### config.mk
export PLATFORM = sky130hd
export DESIGN_NAME = trig_capture
export DESIGN_NICKNAME = d
export VERILOG_FILES = /design/src/rtl/trig_capture.sv
export SDC_FILE = /design/constraint.sdc
export NUM_CORES = 1
export LEC_CHECK = 0
export BUFFER_PORTS_ARGS = -buffer_cell sky130_fd_sc_hd__buf_2
export CORE_UTILIZATION = 64
export DETAILED_ROUTE_END_ITERATION = 10
export GPL_ROUTABILITY_DRIVEN = 1
export PLACE_DENSITY_LB_ADDON = 0.12
export SLEW_MARGIN = 20
export SYNTH_ARGS = -nofsm -noshare
export SYNTH_HDL_FRONTEND = slang
export SYNTH_SLANG_ARGS = --single-unit
### constraint.sdc
create_clock -name clk -period 12.53 [get_ports clk]
set_input_delay 1.253 -clock clk [delete_from_list [all_inputs] [get_ports clk]]
set_output_delay 1.253 -clock clk [all_outputs]
set_load 0.01 [all_outputs]
### src/rtl/trig_capture.sv
module trig_capture #(
  parameter int DW  = 12,
  parameter int AW  = 4,
  parameter int TSW = 16,
  parameter int HW  = 8
) (
  input  logic                 clk,
  input  logic                 rst_n,
  input  logic                 in_valid,
  input  logic signed [DW-1:0] in_data,
  input  logic [1:0]           cfg_mode,
  input  logic                 cfg_pol,
  input  logic signed [DW-1:0] cfg_hi,
  input  logic signed [DW-1:0] cfg_lo,
  input  logic [HW-1:0]        cfg_holdoff,
  input  logic [HW-1:0]        cfg_dwell,
  input  logic [AW:0]          cfg_pre,
  input  logic [AW:0]          cfg_post,
  input  logic                 sw_trig,
  input  logic                 out_ready,
  output logic                 out_valid,
  output logic [DW-1:0]        out_data,
  output logic                 out_sor,
  output logic                 out_eor,
  output logic [TSW-1:0]       out_ts,
  output logic [1:0]           out_type,
  output logic [AW:0]          out_pre,
  output logic [AW:0]          out_post,
  output logic                 out_short,
  output logic [7:0]           trig_missed
);
  localparam int DEPTH = 1 << AW;
  localparam int LW = AW + 1;
  localparam logic [LW-1:0] PRE_MAX = LW'(DEPTH - 1);
  localparam logic [LW-1:0] DEPTH_L = LW'(DEPTH);

  typedef enum logic [1:0] {S_ARMING, S_ARMED, S_TRIG, S_READ} st_t;
  st_t st;

  logic [DW-1:0] mem [DEPTH];
  logic [AW-1:0] wr_ptr, rd_ptr;
  logic [LW-1:0] fill, rec_len, rd_cnt, post_left;
  logic [TSW-1:0] ts_cnt;
  logic edge_arm, sw_pend;
  logic [HW-1:0] hold, dwell_cnt;

  logic [LW-1:0] pre_c, room, post_m, post_c, avail;
  assign pre_c  = (cfg_pre > PRE_MAX) ? PRE_MAX : cfg_pre;
  assign room   = DEPTH_L - pre_c;
  assign post_m = (cfg_post > room) ? room : cfg_post;
  assign post_c = (post_m == '0) ? LW'(1) : post_m;
  assign avail  = (fill < pre_c) ? fill : pre_c;

  logic hi_hit, lo_hit, oob, edge_fire, lvl_fire, win_fire, fire;
  logic [HW:0] dwell_eff;
  assign hi_hit    = in_data >= cfg_hi;
  assign lo_hit    = in_data <= cfg_lo;
  assign oob       = hi_hit || lo_hit;
  assign edge_fire = edge_arm && (cfg_pol ? lo_hit : hi_hit);
  assign lvl_fire  = (cfg_pol ? lo_hit : hi_hit) && (hold == '0);
  assign dwell_eff = (cfg_dwell == '0) ? (HW+1)'(1) : {1'b0, cfg_dwell};
  assign win_fire  = oob && (({1'b0, dwell_cnt} + 1'b1) == dwell_eff);

  always_comb begin
    case (cfg_mode)
      2'd0:    fire = edge_fire;
      2'd1:    fire = lvl_fire;
      2'd2:    fire = win_fire;
      default: fire = sw_trig || sw_pend;
    endcase
  end

  logic trig, busy, wr_en;
  assign trig  = in_valid && fire;
  assign busy  = (st == S_TRIG) || (st == S_READ);
  assign wr_en = in_valid && (st != S_READ);

  always_ff @(posedge clk) begin
    if (!rst_n) begin
      edge_arm  <= 1'b0;
      hold      <= '0;
      dwell_cnt <= '0;
      sw_pend   <= 1'b0;
    end else begin
      if (in_valid) begin
        if (edge_fire) edge_arm <= 1'b0;
        else if (cfg_pol ? hi_hit : lo_hit) edge_arm <= 1'b1;
        if (lvl_fire) hold <= cfg_holdoff;
        else if (hold != '0) hold <= hold - 1'b1;
        if (!oob) dwell_cnt <= '0;
        else if (!(&dwell_cnt)) dwell_cnt <= dwell_cnt + 1'b1;
        sw_pend <= 1'b0;
      end else if (sw_trig) begin
        sw_pend <= 1'b1;
      end
    end
  end

  always_ff @(posedge clk) begin
    if (wr_en) mem[wr_ptr] <= in_data;
  end

  always_ff @(posedge clk) begin
    if (!rst_n) begin
      st <= S_ARMING;
      wr_ptr <= '0; rd_ptr <= '0; fill <= '0; rec_len <= '0;
      rd_cnt <= '0; post_left <= '0; ts_cnt <= '0; trig_missed <= '0;
      out_ts <= '0; out_type <= '0; out_pre <= '0; out_post <= '0; out_short <= 1'b0;
    end else begin
      if (in_valid) ts_cnt <= ts_cnt + 1'b1;
      if (wr_en) wr_ptr <= wr_ptr + 1'b1;
      if (trig && busy && trig_missed != 8'hFF) trig_missed <= trig_missed + 1'b1;
      case (st)
        S_ARMING, S_ARMED: begin
          if (trig) begin
            rd_ptr    <= wr_ptr - avail[AW-1:0];
            rd_cnt    <= '0;
            rec_len   <= avail + post_c;
            post_left <= post_c - 1'b1;
            out_ts    <= ts_cnt;
            out_type  <= cfg_mode;
            out_pre   <= avail;
            out_post  <= post_c;
            out_short <= avail < pre_c;
            st        <= (post_c == LW'(1)) ? S_READ : S_TRIG;
          end else begin
            if (wr_en && fill < PRE_MAX) fill <= fill + 1'b1;
            if (st == S_ARMING && fill >= pre_c) st <= S_ARMED;
          end
        end
        S_TRIG: begin
          if (in_valid) begin
            post_left <= post_left - 1'b1;
            if (post_left == LW'(1)) st <= S_READ;
          end
        end
        default: begin
          if (out_ready) begin
            rd_ptr <= rd_ptr + 1'b1;
            rd_cnt <= rd_cnt + 1'b1;
            if (out_eor) begin
              st   <= S_ARMING;
              fill <= '0;
            end
          end
        end
      endcase
    end
  end

  assign out_valid = (st == S_READ);
  assign out_data  = mem[rd_ptr];
  assign out_sor   = (rd_cnt == '0);
  assign out_eor   = (rd_cnt == rec_len - 1'b1);

  p_len_fits_r6: assert property (@(posedge clk) disable iff (!rst_n)
    out_valid |-> (rec_len <= DEPTH_L && rec_len != '0));
  p_stall_hold_r9: assert property (@(posedge clk) disable iff (!rst_n)
    out_valid && !out_ready |=> out_valid && $stable(out_data) && $stable(out_sor) && $stable(out_eor));
  p_eor_exit_r9: assert property (@(posedge clk) disable iff (!rst_n)
    $fell(out_valid) |-> $past(out_eor && out_ready));
  p_order_r5: assert property (@(posedge clk) disable iff (!rst_n)
    out_valid && out_ready && !out_eor |=> out_valid && !out_sor);
  p_missed_busy_r10: assert property (@(posedge clk) disable iff (!rst_n)
    trig_missed != $past(trig_missed) |-> $past(st == S_TRIG || st == S_READ));
  p_short_r7: assert property (@(posedge clk) disable iff (!rst_n)
    out_valid && out_short |-> out_pre < pre_c);
endmodule

==> summary.md, run 1 <==
| Metric | Value |
|---|---|
| Warnings from Yosys | 0 |
| Vias in the first global route | roughly 9200 |
| Worst clock skew | approximately 0.011 ns |
| Post-CTS Setup Inserts | 0 |
| Crit path launch type | input pin |
| Clk sinks | 297 |
| Synthesized area per cell | 12.4 um2 |
| Routability Congestion | approximately 0.87 |
| Critical-path top delay cell | mux2i_1 |
| Final Util | about three quarters |
| TNS Setup | 0 ns |
| Die Ht | between 100 and 150 um |
| Drt total wl | roughly 32 mm |
| Fill count | between 1000 and 1500 |
| Via density | 6.23 |
| Share of cells above drive strength 1 | about a fifth |
| CTS tree | yes |
| First DRT Iteration DRCs | ~740 |
| Leak | 5.88 nW |
| Vias | between 9000 and 10000 |
| Std-Cell Core Area | ~0.021 mm2 |
| Clk root buf | clkbuf_16 |
| Worst-margin pin slew | roughly 1.0 ns |
| DR pass1 iterations | 7 |
| Fin crit share | 40.8% |
| HP Class | reg -> reg |
| CTS resizes | 0 |
| Post-synth top flop | edfxtp_1 |
| Seq/Total Area, Yosys | ~56% |
| Register bit count reported by yosys | approximately 300 |
| Die Wd | approximately 150 um |
| Cells after Synth | 1127 |
| Commonest non-fill, non-tap cell in the layout | edfxtp_1 |
| Slew Viols, Final | 0 |
| Post-DP HPWL | 20.9 mm |
| Post-Syn Area | roughly 0.014 mm2 |
| Antenna-violating nets left | 0 |
| CTS Buf Count | 29 |
| Clock insertion delay at the later pin of the skew report | ~0.55 ns |
| CTS H-tree lvls | 1 |
| Ant diodes | 0 |
| RSZ-0062 raised after global routing | false |
| Reg clk slew, reported paths | about 0.060 ns |
| Port buffer count | approximately 120 |
| Largest net degree at the start of global routing | 75 |
| Clock period minus worst slack | a little over 5 ns |
| Slew HR | between 30% and 40% |
| Endpoints failing setup | 0 |
| Final hold vios | 0 |
| P&R area growth vs syn | 13.6% |
| Footprint of the multi-input gates | 0.00562 mm2 |
| Fraction of registers with async set/reset | 0% |
| First-pass GRT wire length | 50.5 mm |
| Final net count | approximately 1400 |
| Fmax | 196 MHz |
| Flop-to-flop setup slack | 8.87 ns |
| GRT Util Overall | a little under 30% |
| Placement Rows | 53 |
| Pwr/cell area | between 100 and 150 mW/mm2 |
| # IOs | between 100 and 150 |
| Worst Path Required | 12.92 ns |
| WS Path Type | in -> reg |
| Die ar. | approximately 0.022 mm2 |
| CP max FO | 8 |
| Final Cell Area | around 0.016 mm2 |
| Most frequent cells in the layout | edfxtp_1 (192), buf_2 (121), dfxtp_1 (103) |
| Max-capacitance violation count | 0 |
| Initial antenna violation count | 1 |
| Crit path DAT | around 5.5 ns |
| Hold buffers post-CTS | 0 |
| Post-synth EDFFs | 192 |
| Sequential Area | ~0.0079 mm2 |
| Total grt overflow | 0 |
| Crit path cell chain | buf_2 > or2_2 > inv_1 > ha_1 > nor4b_1 > inv_1 > ha_1 > nor2_1 > a31oi_1 > o31a_1 > mux2i_1 > nand3_1 > o31a_1 > inv_1 > ha_1 > fa_1 > a21o_1 > a21oi_1 > xnor2_1 > xnor2_1 > nand2_1 > a21oi_1 |
| Synth cell types | 74 |
| Starting Density | roughly 66% |
| Min Hold Slack | roughly 0.45 ns |
| Worst-case clock buffer depth | 3 |
| Cell Area, Placed | approximately 0.015 mm2 |
| Max VDD drop | around 120 uV |
| CP max stage delay | approximately 0.57 ns |
| Crit. End Element | flip-flop |
| # DRC | 0 |
| Status | finished, final reports clean |
| Wire length per cell | roughly 21 um |
layout make-up:
cell class,instances,area share (%)
Clock buffer,30,4.67
Clock inverter,24,1.50
Inverter,68,1.61
Multi-Input combinational cell,707,35.5
Sequential cell,297,49.7
Tap cell,275,2.17
Timing Repair Buffer,142,4.82
registers in the layout (all words and copies together), names as in the netlist, 2 cells and up, named ones only:
register and cells:
ts_cnt 16, hold 8, rd_cnt 5, rd_ptr 4, wr_ptr 4, trig_missed 8, post_left 5, rec_len 5
dwell_cnt 8, st 2, out_pre 5, fill 5, out_post 5, mem 192, out_type 2, out_ts 16
per-stage QoR:
stage          power (W)  std cells  worst slack [ns]
2_1_floorplan    0.00138       1128              7.22
6_report         0.00237       1543              7.42
3_5_place_dp     0.00148       1489              6.86
5_1_grt          0.00245       1543              7.00
3_3_place_gp     0.00147       1489              6.97
4_1_cts          0.00237       1543              7.43
layer usage:
metal | track usage [%] | share of wire, % | routed length (um)
met1 | 41.6 | 43 | 13900
met2 | 48.9 | 48 | 15700
met3 | 4.09 | 7.2 | 2330
met4 | 6.68 | 1.8 | 588
met5 | 0 | 0.040 | 13
synth_stat cells, types with 23 or more instances:
master / count / area share [%]
xnor2_1: 23 / 1.4
ha_1: 63 / 5.7
nor2_1: 75 / 2.0
inv_1: 67 / 1.8
mux4_2: 60 / 9.7
edfxtp_1: 192 / 41
nand3_1: 36 / 1.3
clkbuf_1: 42 / 1.1
xor2_1: 25 / 1.6
o21ai_0: 34 / 1.2
nand2_1: 93 / 2.5
dfxtp_1: 105 / 15
a21oi_1: 77 / 2.8
final timing paths:
kind / end / cells past startpoint / start
worst max-delay path: rec_len[4] / 22 / cfg_pre[4]
worst min register to register: out_ts[6] / 2 / out_ts[6]
worst max register to register: flip-flop / 14 / fill[1]
worst min-delay path: out_ts[6] / 2 / out_ts[6]
kinds of logic (layout without fill, tap and decap cells):
family	Yosys count	count (layout)	synth area share [%]
AND/OR/NAND/NOR	313	313	10.9
flip-flops	297	297	56.5
AO/OA/AOI/OAI	201	201	9.23
buffers and inverters	124	264	3.43
multiplexers	78	78	11.0
adder cells (fa/ha/maj)	65	65	5.94
XOR/XNOR	48	48	3.02
other	1	2	0.0269
critical path, delay by kind of cell:
family | cells | cell delay (ns)
AOI/OAI and AO/OA | 6 | 1.04
xor gates and xnor gates | 2 | 0.29
adders and majority gates | 4 | 0.90
buffers and inverters | 4 | 0.43
muxes | 1 | 0.57
and+or+nand+nor | 5 | 1.00
report_power, final:
part / switching (W) / internal (W) / leakage [nW]
clock network: 0.000368 / 0.000528 / 0.481
logic: 0.000204 / 0.000156 / 2.81
registers: 0.0000366 / 0.00107 / 2.59
(Power assumes the default switching activity.)
==> inputs of run 2 (changes only) <==
--- a/config.mk
+++ b/config.mk
@@ -6,7 +6,7 @@
 export NUM_CORES = 1
 export LEC_CHECK = 0
 export BUFFER_PORTS_ARGS = -buffer_cell sky130_fd_sc_hd__buf_2
-export CORE_UTILIZATION = 64
+export CORE_UTILIZATION = 54
 export DETAILED_ROUTE_END_ITERATION = 10
 export GPL_ROUTABILITY_DRIVEN = 1
 export PLACE_DENSITY_LB_ADDON = 0.12
==> constraint.sdc (replaced) <==
create_clock -name clk -period 4.3 [get_ports clk]
set_input_delay 0.43 -clock clk [delete_from_list [all_inputs] [get_ports clk]]
set_output_delay 0.43 -clock clk [all_outputs]
set_load 0.01 [all_outputs]
==> run 2 against run 1 <==
Compared with the run above:
- worst hold slack worse by 0.28 ns
- routed wire length is 3.7% lower
- combinational power grew to 2.9 times the previous value
- non-clock buffer count is 17 higher
- sequential share of layout area is 0.88 points lower
- clock-buffer cell count is 6 higher
- critical path depth is 1 lower
- first-iteration DRC count is 3.2% higher
- clock skew is 0.0053 ns higher
- power grew to 3.0 times the previous value
==> summary.md, run 2 (synthesized netlist as in run 1, its figures left out) <==
| Metric | Value |
|---|---|
| DR pass1 iterations | 5 (-2) |
| Clk root buf | clkbuf_16 |
| Placement Rows | 58 (+9.4%) |
| Switching Fraction | 25.2% (-0.55 points) |
| HP Class | in -> reg |
| Clk sinks | 297 (unchanged) |
| # DRC | 0 (unchanged) |
| Fin crit share | around nine tenths |
| CP startpoint | cfg_pre[4] |
| Tot Pwr | 0.00701 W (+200%) |
| Vias | 9388 (-2.4%) |
| Slew HR | 35.0% (+4.7 points) |
| Via density | 5.81 (-6.8%) |
| Crit path capture | rec_len[4] |
| Crit path launch type | input pin |
| P_sw | 0.00176 W (+190%) |
| CTS resizes | 0 (unchanged) |
| P&R area growth vs syn | 15.7% |
| First DRT Iteration DRCs | 766 (+3.2%) |
| Leak | 5.99 nW (+2.0%) |
| CP max stage delay | 0.40 ns (-0.17 ns) |
| Max VDD drop | 342 uV (+180%) |
| Reg clk slew, reported paths | 0.06 ns (about the same) |
| Antenna-violating nets left | 0 (unchanged) |
| Hold buffers post-CTS | 0 (unchanged) |
| Worst-case clock buffer depth | 3 (unchanged) |
| Routability Congestion | 0.835 (-4.2%) |
| Largest register FFs | 192 (unchanged) |
| Std-Cell Core Area | 0.0253 mm2 (+19%) |
| Die Ht | 163 um (+8.7%) |
| Largest regs | mem: 192 flops, out_ts: 16 flops, ts_cnt: 16 flops |
| Worst clock skew | 0.0167 ns (+0.00531 ns) |
| R2R cell count | 14 (unchanged) |
| Reg2reg end | rd_ptr[3] |
| Commonest non-fill, non-tap cell in the layout | edfxtp_1 |
| Total grt overflow | 0 (unchanged) |
| Port buffer count | 121 (unchanged) |
| Largest net degree at the start of global routing | 58 (-23%) |
| Drt total wl | 31.2 mm (-3.7%) |
| Flop-to-flop setup slack | 0.82 ns (-8.05 ns) |
| Most frequent cells in the layout | edfxtp_1 (192), buf_2 (121), dfxtp_1 (102) |
| Status | finished, final reports clean |
| Max-capacitance violation count | 0 (unchanged) |
| WS Path Type | in -> reg |
| Critical-path top delay cell | fa_1 |
| RSZ-0062 raised after global routing | false |
| RR Startpoint | fill[1] |
| CTS H-tree lvls | 1 (unchanged) |
| Slew Viols, Final | 0 (unchanged) |
| Share of cells above drive strength 1 | 22.7% (+1.8 points) |
| Die Wd | 163 um (+8.7%) |
| Worst Path Required | 4.76 ns (-8.16 ns) |
| # IOs | 122 (unchanged) |
| Clock insertion delay at the later pin of the skew report | 0.55 ns (about the same) |
| Endpoints failing setup | 0 (unchanged) |
| Die ar. | 0.0265 mm2 (+18%) |
| Final hold vios | 0 (unchanged) |
| Post-DP HPWL | 20.9 mm (about the same) |
| Initial antenna violation count | 0 (-1) |
| Wire length per cell | 19.3 um (-8.1%) |
| Ant diodes | 0 (unchanged) |
| Combinational cell fraction of total power | 15.1% (about the same) |
| Crit path DAT | 4.27 ns (-1.23 ns) |
| CTS tree | yes |
| Pwr/cell area | 435 mW/mm2 (+190%) |
| Flop pwr share | 46.4% (-0.5 points) |
| Fmax | about 260 MHz |
| Worst-margin pin slew | 0.975 ns (-0.0697 ns) |
| Crit path cell chain | buf_2 > or2_2 > inv_1 > ha_1 > xor2_1 > inv_1 > ha_1 > and3_1 > a31oi_1 > o31a_1 > mux2i_1 > o31a_1 > inv_1 > ha_1 > fa_1 > a21o_1 > a21oi_1 > xnor2_1 > xnor2_1 > nand2_1 > a21oi_1 |
| CTS Buf Count | 30 (+3.4%) |
| Vias in the first global route | 9054 (-1.9%) |
| Crit. End Element | flip-flop |
| Final Util | 63.8% (-11 points) |
| Post-CTS Setup Inserts | 0 (unchanged) |
| Final net count | 1398 (+1.3%) |
| Clock period minus worst slack | roughly 3.8 ns |
| Int Pwr | 0.00525 W (+200%) |
| Largest Register | mem |
| First-pass GRT wire length | 49.3 mm (-2.2%) |
| Starting Density | 55.2% (-11 points) |
| GRT Util Overall | 24.4% (-5.1 points) |
| Clk pwr share | 38.6% (+0.8 points) |
| CP max FO | 5 (-3) |
-- run 2: power by group through the flow --
stage,logic (W),registers [W],clock network [W]
global route,0.00118,0.00327,0.00287
finish,0.00106,0.00325,0.00271
detailed placement,0.00106,0.00331,0
floorplan,0.000771,0.00325,0
CTS,0.00106,0.00325,0.00275
global placement,0.00104,0.00331,0
-- run 2: stage by stage --
step	setup slack (ns)	setup TNS (ns)	cell area (um2)	hold slack [ns]	cells
after global placement	0.00519	0	15100	0.441	1561
after floorplan	0.0237	0	14000	0.443	1128
final	0.495	0	16100	0.166	1617
after CTS	0.495	0	16100	0.155	1617
after detailed placement	-0.0268	-0.0268	15100	0.445	1561
after global routing	0.140	0	16100	0.186	1617
-- run 2: cell type report --
| type | count | area, um2 |
|---|---|---|
| Inverter | 68 | 255 |
| Fill cell | 1987 | 9130 |
| Timing Repair Buffer | 159 | 903 |
| Sequential cell | 297 | 7870 |
| Tap cell | 330 | 413 |
| Multi-Input combinational cell | 707 | 5640 |
| Clock buffer | 36 | 805 |
| Clock inverter | 20 | 238 |
-- run 2: layer usage --
metal / global-route usage [%] / part of all wire, % / vias to the layer above
li1: - / - / 4486
met1: 33.1 / 43 / 4598
met2: 41.1 / 49 / 253
met3: 3.16 / 5.0 / 51
met4: 7.56 / 2.7 / 0
met5: 0 / 0 / -
-- run 2: worst min-delay path by stage --
stage / startpoint / endpoint / cells past startpoint
after floorplan: rec_len[4] / rec_len[4] / 2
after global placement: out_ts[1] / out_ts[1] / 2
after detailed placement: out_ts[8] / out_ts[8] / 2
after CTS: cfg_holdoff[3] / hold[3] / 3
after global routing: cfg_holdoff[1] / hold[1] / 3
final: cfg_holdoff[3] / hold[3] / 3
-- run 2: worst max-delay path: cells and delay by family --
family	cells	cell delay (ns)
AOI/OAI and AO/OA	6	1.17
xor gates and xnor gates	3	0.47
adders and majority gates	4	1.06
buffers and inverters	4	0.30
muxes	1	0.28
and+or+nand+nor	3	0.54
